**src/rtl/tmr_irq_pkg.sv**
```systemverilog
package tmr_irq_pkg;
  localparam int BUS_W = 32;

  typedef enum logic [1:0] {
    SEL_COUNT = 2'd0,
    SEL_ALARM = 2'd1,
    SEL_PEND  = 2'd2,
    SEL_MASK  = 2'd3
  } reg_sel_e;
endpackage

```
**src/rtl/tmr_prescale.sv**
```systemverilog
module tmr_prescale #(
  parameter int PRESCALE = 128
) (
  input  logic clk,
  input  logic rst_n,
  input  logic restart_i,
  output logic tick_o
);
  localparam int CNT_W = (PRESCALE > 2) ? $clog2(PRESCALE) : 1;
  localparam logic [CNT_W-1:0] LAST = CNT_W'(PRESCALE - 1);
  localparam bit POW2 = ((1 << CNT_W) == PRESCALE);

  logic [CNT_W-1:0] cnt_q;
  logic             at_last;

  generate
    if (POW2) begin : g_pow2
      // Counter wraps by itself; terminal state is all ones.
      assign at_last = &cnt_q;
      always_ff @(posedge clk or negedge rst_n) begin
        if (!rst_n)         cnt_q <= '0;
        else if (restart_i) cnt_q <= '0;
        else                cnt_q <= cnt_q + 1'b1;
      end
    end else begin : g_cmp
      assign at_last = (cnt_q == LAST);
      always_ff @(posedge clk or negedge rst_n) begin
        if (!rst_n)         cnt_q <= '0;
        else if (restart_i) cnt_q <= '0;
        else if (at_last)   cnt_q <= '0;
        else                cnt_q <= cnt_q + 1'b1;
      end
    end
  endgenerate

  // A restart swallows the tick that would otherwise land on the same edge.
  assign tick_o = at_last & ~restart_i;
endmodule

```
**src/rtl/tmr_count.sv**
```systemverilog
module tmr_count #(
  parameter int TIMER_W = 32
) (
  input  logic               clk,
  input  logic               rst_n,
  input  logic               tick_i,
  input  logic               ld_count_i,
  input  logic               ld_alarm_i,
  input  logic [TIMER_W-1:0] wdata_i,
  output logic [TIMER_W-1:0] count_o,
  output logic [TIMER_W-1:0] alarm_o,
  output logic               hit_o
);
  logic [TIMER_W-1:0] count_q, alarm_q, count_inc;

  assign count_inc = count_q + 1'b1;

  always_ff @(posedge clk or negedge rst_n) begin
    if (!rst_n)          count_q <= '0;
    else if (ld_count_i) count_q <= wdata_i;
    else if (tick_i)     count_q <= count_inc;
  end

  always_ff @(posedge clk or negedge rst_n) begin
    if (!rst_n)          alarm_q <= '0;
    else if (ld_alarm_i) alarm_q <= wdata_i;
  end

  // Event fires only when a tick steps the counter onto the alarm value.
  assign hit_o   = tick_i & (count_inc == alarm_q);
  assign count_o = count_q;
  assign alarm_o = alarm_q;
endmodule

```
**src/rtl/tmr_irq_ctrl.sv**
```systemverilog
module tmr_irq_ctrl #(
  parameter int NUM_IRQ = 8
) (
  input  logic               clk,
  input  logic               rst_n,
  input  logic               alarm_hit_i,
  input  logic [NUM_IRQ-1:1] src_i,
  input  logic               clr_wr_i,
  input  logic               mask_wr_i,
  input  logic [NUM_IRQ-1:0] wdata_i,
  output logic [NUM_IRQ-1:0] pending_o,
  output logic [NUM_IRQ-1:0] enable_o,
  output logic               irq_o
);
  logic [NUM_IRQ-1:1] src_d;
  logic [NUM_IRQ-1:0] set_vec, clr_vec, pending_q, enable_q;

  always_ff @(posedge clk or negedge rst_n) begin
    if (!rst_n) src_d <= '0;
    else        src_d <= src_i;
  end

  assign set_vec[0] = alarm_hit_i;
  assign clr_vec    = clr_wr_i ? wdata_i : '0;

  generate
    for (genvar i = 1; i < NUM_IRQ; i++) begin : g_edge
      assign set_vec[i] = src_i[i] & ~src_d[i];
    end
    for (genvar b = 0; b < NUM_IRQ; b++) begin : g_pend
      // Set takes priority over a simultaneous write-one clear.
      always_ff @(posedge clk or negedge rst_n) begin
        if (!rst_n)          pending_q[b] <= 1'b0;
        else if (set_vec[b]) pending_q[b] <= 1'b1;
        else if (clr_vec[b]) pending_q[b] <= 1'b0;
      end
    end
  endgenerate

  always_ff @(posedge clk or negedge rst_n) begin
    if (!rst_n)         enable_q <= '0;
    else if (mask_wr_i) enable_q <= wdata_i;
  end

  assign pending_o = pending_q;
  assign enable_o  = enable_q;
  assign irq_o     = |(pending_q & enable_q);
endmodule

```
**src/rtl/tmr_alarm_irq.sv**
```systemverilog
module tmr_alarm_irq
  import tmr_irq_pkg::*;
#(
  parameter int TIMER_W  = 32,
  parameter int PRESCALE = 128,
  parameter int NUM_IRQ  = 8
) (
  input  logic               clk,
  input  logic               rst_n,
  input  logic               reg_wr_en,
  input  logic [1:0]         reg_addr,
  input  logic [31:0]        reg_wdata,
  output logic [31:0]        reg_rdata,
  input  logic [NUM_IRQ-1:1] irq_src_i,
  output logic               irq_o
);
  reg_sel_e           sel;
  logic               wr_count, wr_alarm, wr_pend, wr_mask, tick, hit;
  logic [TIMER_W-1:0] timer_q, alarm_q;
  logic [NUM_IRQ-1:0] pending_q, enable_q;

  assign sel      = reg_sel_e'(reg_addr);
  assign wr_count = reg_wr_en && (sel == SEL_COUNT);
  assign wr_alarm = reg_wr_en && (sel == SEL_ALARM);
  assign wr_pend  = reg_wr_en && (sel == SEL_PEND);
  assign wr_mask  = reg_wr_en && (sel == SEL_MASK);

  tmr_prescale #(.PRESCALE(PRESCALE)) u_pre (
    .clk       (clk),
    .rst_n     (rst_n),
    .restart_i (wr_count | wr_alarm),
    .tick_o    (tick)
  );

  tmr_count #(.TIMER_W(TIMER_W)) u_cnt (
    .clk        (clk),
    .rst_n      (rst_n),
    .tick_i     (tick),
    .ld_count_i (wr_count),
    .ld_alarm_i (wr_alarm),
    .wdata_i    (reg_wdata[TIMER_W-1:0]),
    .count_o    (timer_q),
    .alarm_o    (alarm_q),
    .hit_o      (hit)
  );

  tmr_irq_ctrl #(.NUM_IRQ(NUM_IRQ)) u_irq (
    .clk         (clk),
    .rst_n       (rst_n),
    .alarm_hit_i (hit),
    .src_i       (irq_src_i),
    .clr_wr_i    (wr_pend),
    .mask_wr_i   (wr_mask),
    .wdata_i     (reg_wdata[NUM_IRQ-1:0]),
    .pending_o   (pending_q),
    .enable_o    (enable_q),
    .irq_o       (irq_o)
  );

  always_comb begin
    unique case (sel)
      SEL_COUNT: reg_rdata = BUS_W'(timer_q);
      SEL_ALARM: reg_rdata = BUS_W'(alarm_q);
      SEL_PEND:  reg_rdata = BUS_W'(pending_q);
      default:   reg_rdata = BUS_W'(enable_q);
    endcase
  end
endmodule

```
**config.mk**
```make
export PLATFORM = sky130hd
export DESIGN_NAME = tmr_alarm_irq
export DESIGN_NICKNAME = d
export VERILOG_FILES = /design/src/rtl/tmr_irq_pkg.sv /design/src/rtl/tmr_prescale.sv /design/src/rtl/tmr_count.sv /design/src/rtl/tmr_irq_ctrl.sv /design/src/rtl/tmr_alarm_irq.sv
export SDC_FILE = /design/constraint.sdc
export NUM_CORES = 1
export LEC_CHECK = 0
export CORE_MARGIN = 3
export CORE_UTILIZATION = 55
export DETAILED_ROUTE_END_ITERATION = 8
export GPL_TIMING_DRIVEN = 0
export PLACE_DENSITY = 0.91
export RECOVER_POWER = 50
export REMOVE_ABC_BUFFERS = 1
export SYNTH_ARGS = -nofsm -noshare
export SYNTH_HDL_FRONTEND = slang
export SYNTH_HIERARCHICAL = 1
export SYNTH_SLANG_ARGS = --single-unit
```
**constraint.sdc**
```tcl
create_clock -name clk -period 4.4 [get_ports clk]
set_input_delay 0.66 -clock clk [delete_from_list [all_inputs] [get_ports clk]]
set_output_delay 0.66 -clock clk [all_outputs]
set_load 0.03 [all_outputs]
```
## Yosys cells after proc, flatten, opt, wreduce, memory -nomap -nowiden

Cells that the tools add are included.
Widths: inputs -> output; s select.

- Bits in registers: 94
- Output and inout port bits: 33

- $add $sub $neg: 2
- Equal/unequal tests: 4
- Multiplexer cells: 21
- Bitwise gates (word level): 19
- Reductions and logical operators: 16

Operators with widths:

| kind | number |
|---|---|
| $pmux 32 s3 | 1 |
| $mux 32 | 2 |
| $add 32x1->32 const B | 1 |
| $eq 32x32->1 | 1 |
| $reduce_bool 2->1 | 9 |
| $mux 1 | 16 |
| $and 1x1->1 | 9 |
| $and 8x8->8 | 1 |
| $mux 8 | 1 |
| $not 1->1 | 8 |
| $reduce_or 8->1 | 1 |
| $add 7x1->7 const B | 1 |
| $mux 7 | 1 |
| $reduce_and 7->1 | 1 |
| $eq 2x2->1 const B | 2 |
| $logic_and 1x1->1 | 4 |
| $eq 2x1->1 const B | 1 |
| $logic_not 2->1 | 1 |
| $or 1x1->1 | 1 |

## Longest topological paths before layout

- Depth after elaboration: 7
- Gate-level depth with buffers: 10

## By module

Netlist, hierarchy kept.

By module, submodules not included:

| module | instances | cells each | area each (um^2) |
|---|---|---|---|
| tmr_count | 1 | 410 | 3,891.2 |
| tmr_irq_ctrl | 1 | 61 | 873.3 |
| tmr_alarm_irq | 1 | 70 | 659.4 |
| tmr_prescale | 1 | 29 | 305.3 |

## Worst setup path before layout

No wires, ideal clock.

- Kind: input to register
- Start: input port reg_addr[1]
- End: register u_irq.pending_q[0], in the netlist u_irq/pending_o[0]
- Arrival: 3,467 ps
- Data required time: 4,336 ps
- Slack: 869 ps
- Stages on the path: 10
- Buffers on the path: 2
- Path through: buf_2 -> nor2b_1 -> clkbuf_1 -> nor4_1 -> o2111ai_1 -> or4_1 -> or4_1 -> or4_1 -> a2111oi_2 -> a21o_1

- Cells in the longest elaborated chain, start to end: 7
- Elaborated cells on any way between the ends: 13
- Classes of those cells: eq/ne (2); mux (2); bitwise (4); reduce/logical (5)

Ends and longest elaborated chain:

| item | line | RTL |
|---|---|---|
| from (decl) | tmr_alarm_irq.sv:11 | `input logic [1:0] reg_addr,` |
| $eq 2x1->1 / $logic_not 2->1 (equally long branches) | tmr_alarm_irq.sv:24, tmr_alarm_irq.sv:23 |  |
| $logic_and 1x1->1, on equally long branches | tmr_alarm_irq.sv:24, tmr_alarm_irq.sv:23 |  |
| $or 1x1->1 * | tmr_alarm_irq.sv:31 | `.restart_i (wr_count \| wr_alarm),` |
| $not 1->1 * | tmr_prescale.sv:37 | `assign tick_o = at_last & ~restart_i;` |
| $and 1x1->1 * | tmr_prescale.sv:37 |  |
| named net tick | tmr_alarm_irq.sv:18 | `logic wr_count, wr_alarm, wr_pend, wr_mask, tick, hit;` |
| $and 1x1->1 * | tmr_count.sv:30 | `assign hit_o = tick_i & (count_inc == alarm_q);` |
| named net hit | tmr_alarm_irq.sv:18 |  |
| $mux 1 / $reduce_bool 2->1 (equally long branches) | n/a |  |
| to (signal, indexed assignment) | tmr_irq_ctrl.sv:33 | `if (!rst_n) pending_q[b] <= 1'b0;` |
| to (signal, indexed assignment) | tmr_irq_ctrl.sv:34 | `else if (set_vec[b]) pending_q[b] <= 1'b1;` |
| to (signal, indexed assignment) | tmr_irq_ctrl.sv:35 | `else if (clr_vec[b]) pending_q[b] <= 1'b0;` |
| to (decl) | tmr_irq_ctrl.sv:16 | `logic [NUM_IRQ-1:0] set_vec, clr_vec, pending_q, enable_q;` |

The timed path passes the listed nets; every way through them passes the cells marked *.
A chain may end at the register's enable or synchronous reset.

## Worst setup path after layout

- Start: input port reg_wr_en
- End: register u_irq.pending_q[0], in the netlist u_irq/pending_o[0]

- Cells in the longest elaborated chain, start to end: 6
- Elaborated cells on any way between the ends: 10
- Classes of those cells: mux (2); bitwise (4); reduce/logical (4)

Ends and longest elaborated chain:

| item | line | RTL |
|---|---|---|
| from (decl) | tmr_alarm_irq.sv:10 | `input logic reg_wr_en,` |
| $logic_and 1x1->1, on equally long branches | tmr_alarm_irq.sv:23, tmr_alarm_irq.sv:24 |  |
| $or 1x1->1 * | tmr_alarm_irq.sv:31 |  |
| $not 1->1 * | tmr_prescale.sv:37 |  |
| $and 1x1->1 * | tmr_prescale.sv:37 |  |
| named net tick | tmr_alarm_irq.sv:18 |  |
| $and 1x1->1 * | tmr_count.sv:30 |  |
| named net hit | tmr_alarm_irq.sv:18 |  |
| $mux 1 / $reduce_bool 2->1 (equally long branches) | n/a |  |

Marked as above.

==> flow_summary_export.csv <==
group,metric,value,unit
worst_setup_path,critical_path.reg2reg.endpoint,"u_irq/pending_o[0]$_DFFE_PN0P_",
logic_synthesis,mappedNetlistArea,5730,sq um
sta,timing.final.crit_period,4.25,ns
worst_setup_path,cp-start-kind,"primary input",
routing,post_drt_wl_per_cell,18.1,um
routing,routed_wirelength,13800,um
worst_setup_path,startpoint,"reg_wr_en",
clock_network,cts_made_buffers,9,
sta,timing_hold_violations_final,0,
worst_setup_path,gate_family_responsible_for_the_most_delay_along_the_worst_path,"simple AND/OR/NAND/NOR gates",
logic_synthesis,proportion_of_netlist_area_held_by_the_largest_area_contributor,41.1,%
logic_synthesis,synth_top_cell_by_area,"dfrtp_1",
worst_setup_path,critPathRequiredTime,4.73,ns
status,run_status,"finished, violations left",
floorplanning,chipHeight,108,um
clock_network,clock_tree.htree_level_count,3,
clock_network,number_of_buffers_between_clock_root_and_the_deepest_sink,2,
clock_network,clk_latency,0.38,ns
logic_synthesis,yosysUniqueCellTypes,55,
logic_synthesis,synth.area.top_cells,"dfrtp_1 (41%), xnor2_1 (6.7%), mux2_2 (6.3%)",
layout,antenna_cells,0,
floorplanning,floorplan.io_pins,77,
routing,dr_total_vias,4561,
pwr,pwr_density_cell,379,nW/um^2
layout,final_nets,670,
worst_setup_path,worst_setup_path_end_kind,"flop",
logic_synthesis,post_synth.cell_area_avg,10.1,sq um
global_route,maximum_number_of_pins_on_one_net_before_global_route_repair,61,
place,pre_cts_ws,-1.60,ns
place,place.port_buffers,76,
worst_setup_path,timing.reg2reg.setup_slack,0.22,ns
layout,finished_layout_cell_area,6730,sq um
floorplanning,starting_density_of_the_core,57.6,%
logic_synthesis,ys_warn_count,6,
routing,drt_iter0_drc,270,
sta,slew_headroom,-21.5,%
worst_setup_path,cp.arrival,4.58,ns
pwr,power.static_leakage,2.66,nW
worst_setup_path,timing.critical_path.slowest_cell_delay,0.60,ns
place,dp.final_hpwl,9800,um
global_route,grt_pass1_wl,22600,um
min_path,min_delay_worst_endpoint,"u_pre/cnt_q[0]$_DFF_PN0_",
worst_setup_path,timing.critical_path.fanout_max,10,
routing,drt-pass1-iter-count,5,
logic_synthesis,post_synth_edffs,0,
clock_network,cts-root-buf,"clkbuf_8",
logic_synthesis,synth.yosys.seq_area_share,41.1,%
floorplanning,fp-row-count,36,
logic_synthesis,synth_cells,570,
sta,finalCritPeriodShare,96.6,%
worst_setup_path,critical_path.cell_chain,"clkdlybuf4s50_1 > nor2b_1 > nor4_4 > buf_4 > o2111ai_1 > or4_1 > or4_1 > or4_1 > a2111oi_2 > a21o_1",
worst_setup_path,crit_path_top_delay_cell,"nor4_4",
sta,max_freq,235,MHz
routing,routed_via_density,5.99,
sta,fin_ws,0.148,ns
status,violations,"capacitance limit, slew limit",
clock_network,cts_hold_buffers,0,
sta,rsz0062_at_grt,"no",
global_route,total_overflow_reported_by_the_global_router,0,
worst_setup_path,r2r_cells,8,
worst_setup_path,crit_path_frequent_cell,"or4_1",
min_path,hold_path_startpoint,"u_pre/cnt_q[0]$_DFF_PN0_",
floorplanning,die_area,11700,sq um
worst_setup_path,r2r_start,"u_cnt/count_o[4]$_DFFE_PN0P_",
layout,final_layout_size_suffix_gt1_share,11.0,%
place,placement.cell_area,6550,sq um
floorplanning,core_region_area,9950,sq um
sta,final_max_slew_viol_count,96,
logic_synthesis,synth-async-reset-ratio,100,%
global_route,grt_usage,24.5,%
sta,setup_viol,0,
worst_setup_path,cp.buffers_inverters,2,
logic_synthesis,ys_dominant_reg_cell,"dfrtp_1",
run,cap_viol_max_count,2,
worst_setup_path,timing.critical_path.depth,10,
clock_network,clock_sink_count,94,
sta,timing_worst_slew_pin_value,1.82,ns
place,place_congestion,0.896,
routing,postRouteAntennaNets,0,
layout,area.growth.synth_to_final,17.4,%
floorplanning,fp.dieW,108,um
logic_synthesis,synth.ff_latch_count,94,
global_route,grt_pass1_vias,4652,
min_path,holdPathStages,1,
sta,timing.clock.skew,0.0130,ns
worst_setup_path,critical_path_class,"primary input to flop",
global_route,grt_antenna_before_repair,0,
routing,drcViolationCount,0,
clock_network,tritoncts_clock_tree,"yes",
pwr,vdd_ir_drop_max,0.000207,V
clock_network,clk_transition_reported_paths,0.10,ns
min_path,worstHoldPathType,"flop to flop",
[final cells by class]
cell class | count | area (sq um)
Tap cell | 133 | 166
Multi-Input combinational cell | 425 | 3140
Inverter | 13 | 48.8
Clock buffer | 10 | 128
Timing Repair Buffer | 81 | 818
Clock inverter | 6 | 76.3
Fill cell | 753 | 3230
Sequential cell | 94 | 2350
[cell usage after synthesis, types with 3 or more instances]
master	count
nand4_1	15
nand2_1	63
a21oi_1	8
or4_1	7
xor2_1	32
nor2b_1	4
o21ai_0	37
mux2_4	8
or3_1	4
buf_1	4
dfrtp_1	94
mux4_1	8
nor2_1	48
clkbuf_1	23
a22oi_1	4
nor4_1	7
inv_1	13
and3_1	8
nand3_1	18
mux2i_1	29
nor3_1	7
buf_2	6
xnor2_1	44
a22o_1	7
nor3b_1	3
mux2_2	32
[how the worst max path moves through the flow]
stage                                     end  slack (ns)
6_report       u_irq/pending_o[0]$_DFFE_PN0P_        0.15
5_1_grt        u_irq/pending_o[0]$_DFFE_PN0P_        0.04
4_1_cts        u_irq/pending_o[0]$_DFFE_PN0P_       0.004
3_5_place_dp   u_irq/pending_o[0]$_DFFE_PN0P_       -1.60
3_3_place_gp   u_irq/pending_o[0]$_DFFE_PN0P_       -3.90
2_1_floorplan  u_irq/pending_o[0]$_DFFE_PN0P_       -0.41
[registers in the layout, indices dropped and copies added (netlist names)]
signal	flops
u_cnt/alarm_o	32
u_cnt/count_o	32
u_irq/enable_o	8
u_irq/pending_o	8
u_irq/src_d	7
u_pre/cnt_q	7
[cell usage in the layout (no fill, tap or decap), drive strengths merged, types with 2 or more instances in the layout]
| master | instances |
|---|---|
| a2111oi | 2 |
| a21o | 2 |
| a21oi | 8 |
| a22o | 7 |
| a22oi | 4 |
| a31oi | 2 |
| and3 | 8 |
| and4 | 2 |
| buf | 5 |
| clkbuf | 13 |
| clkdlybuf4s50 | 66 |
| dfrtp | 94 |
| dlygate4sd3 | 7 |
| ha | 2 |
| inv | 17 |
| mux2 | 40 |
| mux2i | 29 |
| mux4 | 8 |
| nand2 | 63 |
| nand3 | 19 |
| nand4 | 16 |
| nand4b | 2 |
| nor2 | 48 |
| nor2b | 4 |
| nor3 | 7 |
| nor3b | 3 |
| nor4 | 8 |
| o2111ai | 2 |
| o21ai | 37 |
| or3 | 4 |
| or4 | 7 |
| xnor2 | 44 |
| xor2 | 32 |
[layer usage]
layer  track usage (%)  part of all wire [%]  vias up
met2              43.3                    51      183
met4              7.12                   2.0        0
li1                  -                     -     2113
met1              30.5                    41     2234
met5                 0                     0        -
met3              4.60                   5.9       31
[metrics by stage]
step | TNS [ns] | util, % | instances | total power, mW | hold slack [ns]
2_1_floorplan | -0.410 | - | 532 | 1.67 | 0.364
3_3_place_gp | -132.62 | 64.8 | 741 | 1.92 | 0.466
3_5_place_dp | -1.71 | 65.8 | 746 | 1.96 | 0.475
4_1_cts | 0 | 67.9 | 762 | 2.57 | 0.234
5_1_grt | 0 | 67.6 | 762 | 2.69 | 0.508
6_report | 0 | 67.6 | 762 | 2.55 | 0.494
[where the power goes]
group / switching (mW) / internal (mW) / leakage [nW] / total [mW]
sequential: 0.195 / 1.00 / 1.13 / 1.20
combinational: 0.370 / 0.383 / 1.43 / 0.753
clock: 0.327 / 0.274 / 0.104 / 0.601
[cells by family (layout without fill, tap and decap cells)]
kind of cell    Yosys count  in the layout  synth area share (%)
simple gates            197            197                  17.3
buf+inv                  51            110                  4.50
flops                    94             94                  41.1
compound gates           73             73                  8.02
xor+xnor                 76             76                  11.6
fa+ha+maj                 2              2                 0.437
mux                      77             77                  17.1
[what timing repair did]
item                       CTS  global route
pin swaps                    0             0
setup endpoints to repair    1             1
gates resized for setup      6             1
setup buffers                0             0
hold endpoints to repair     0             0
No activity file was read; power rests on OpenSTA's default activity.
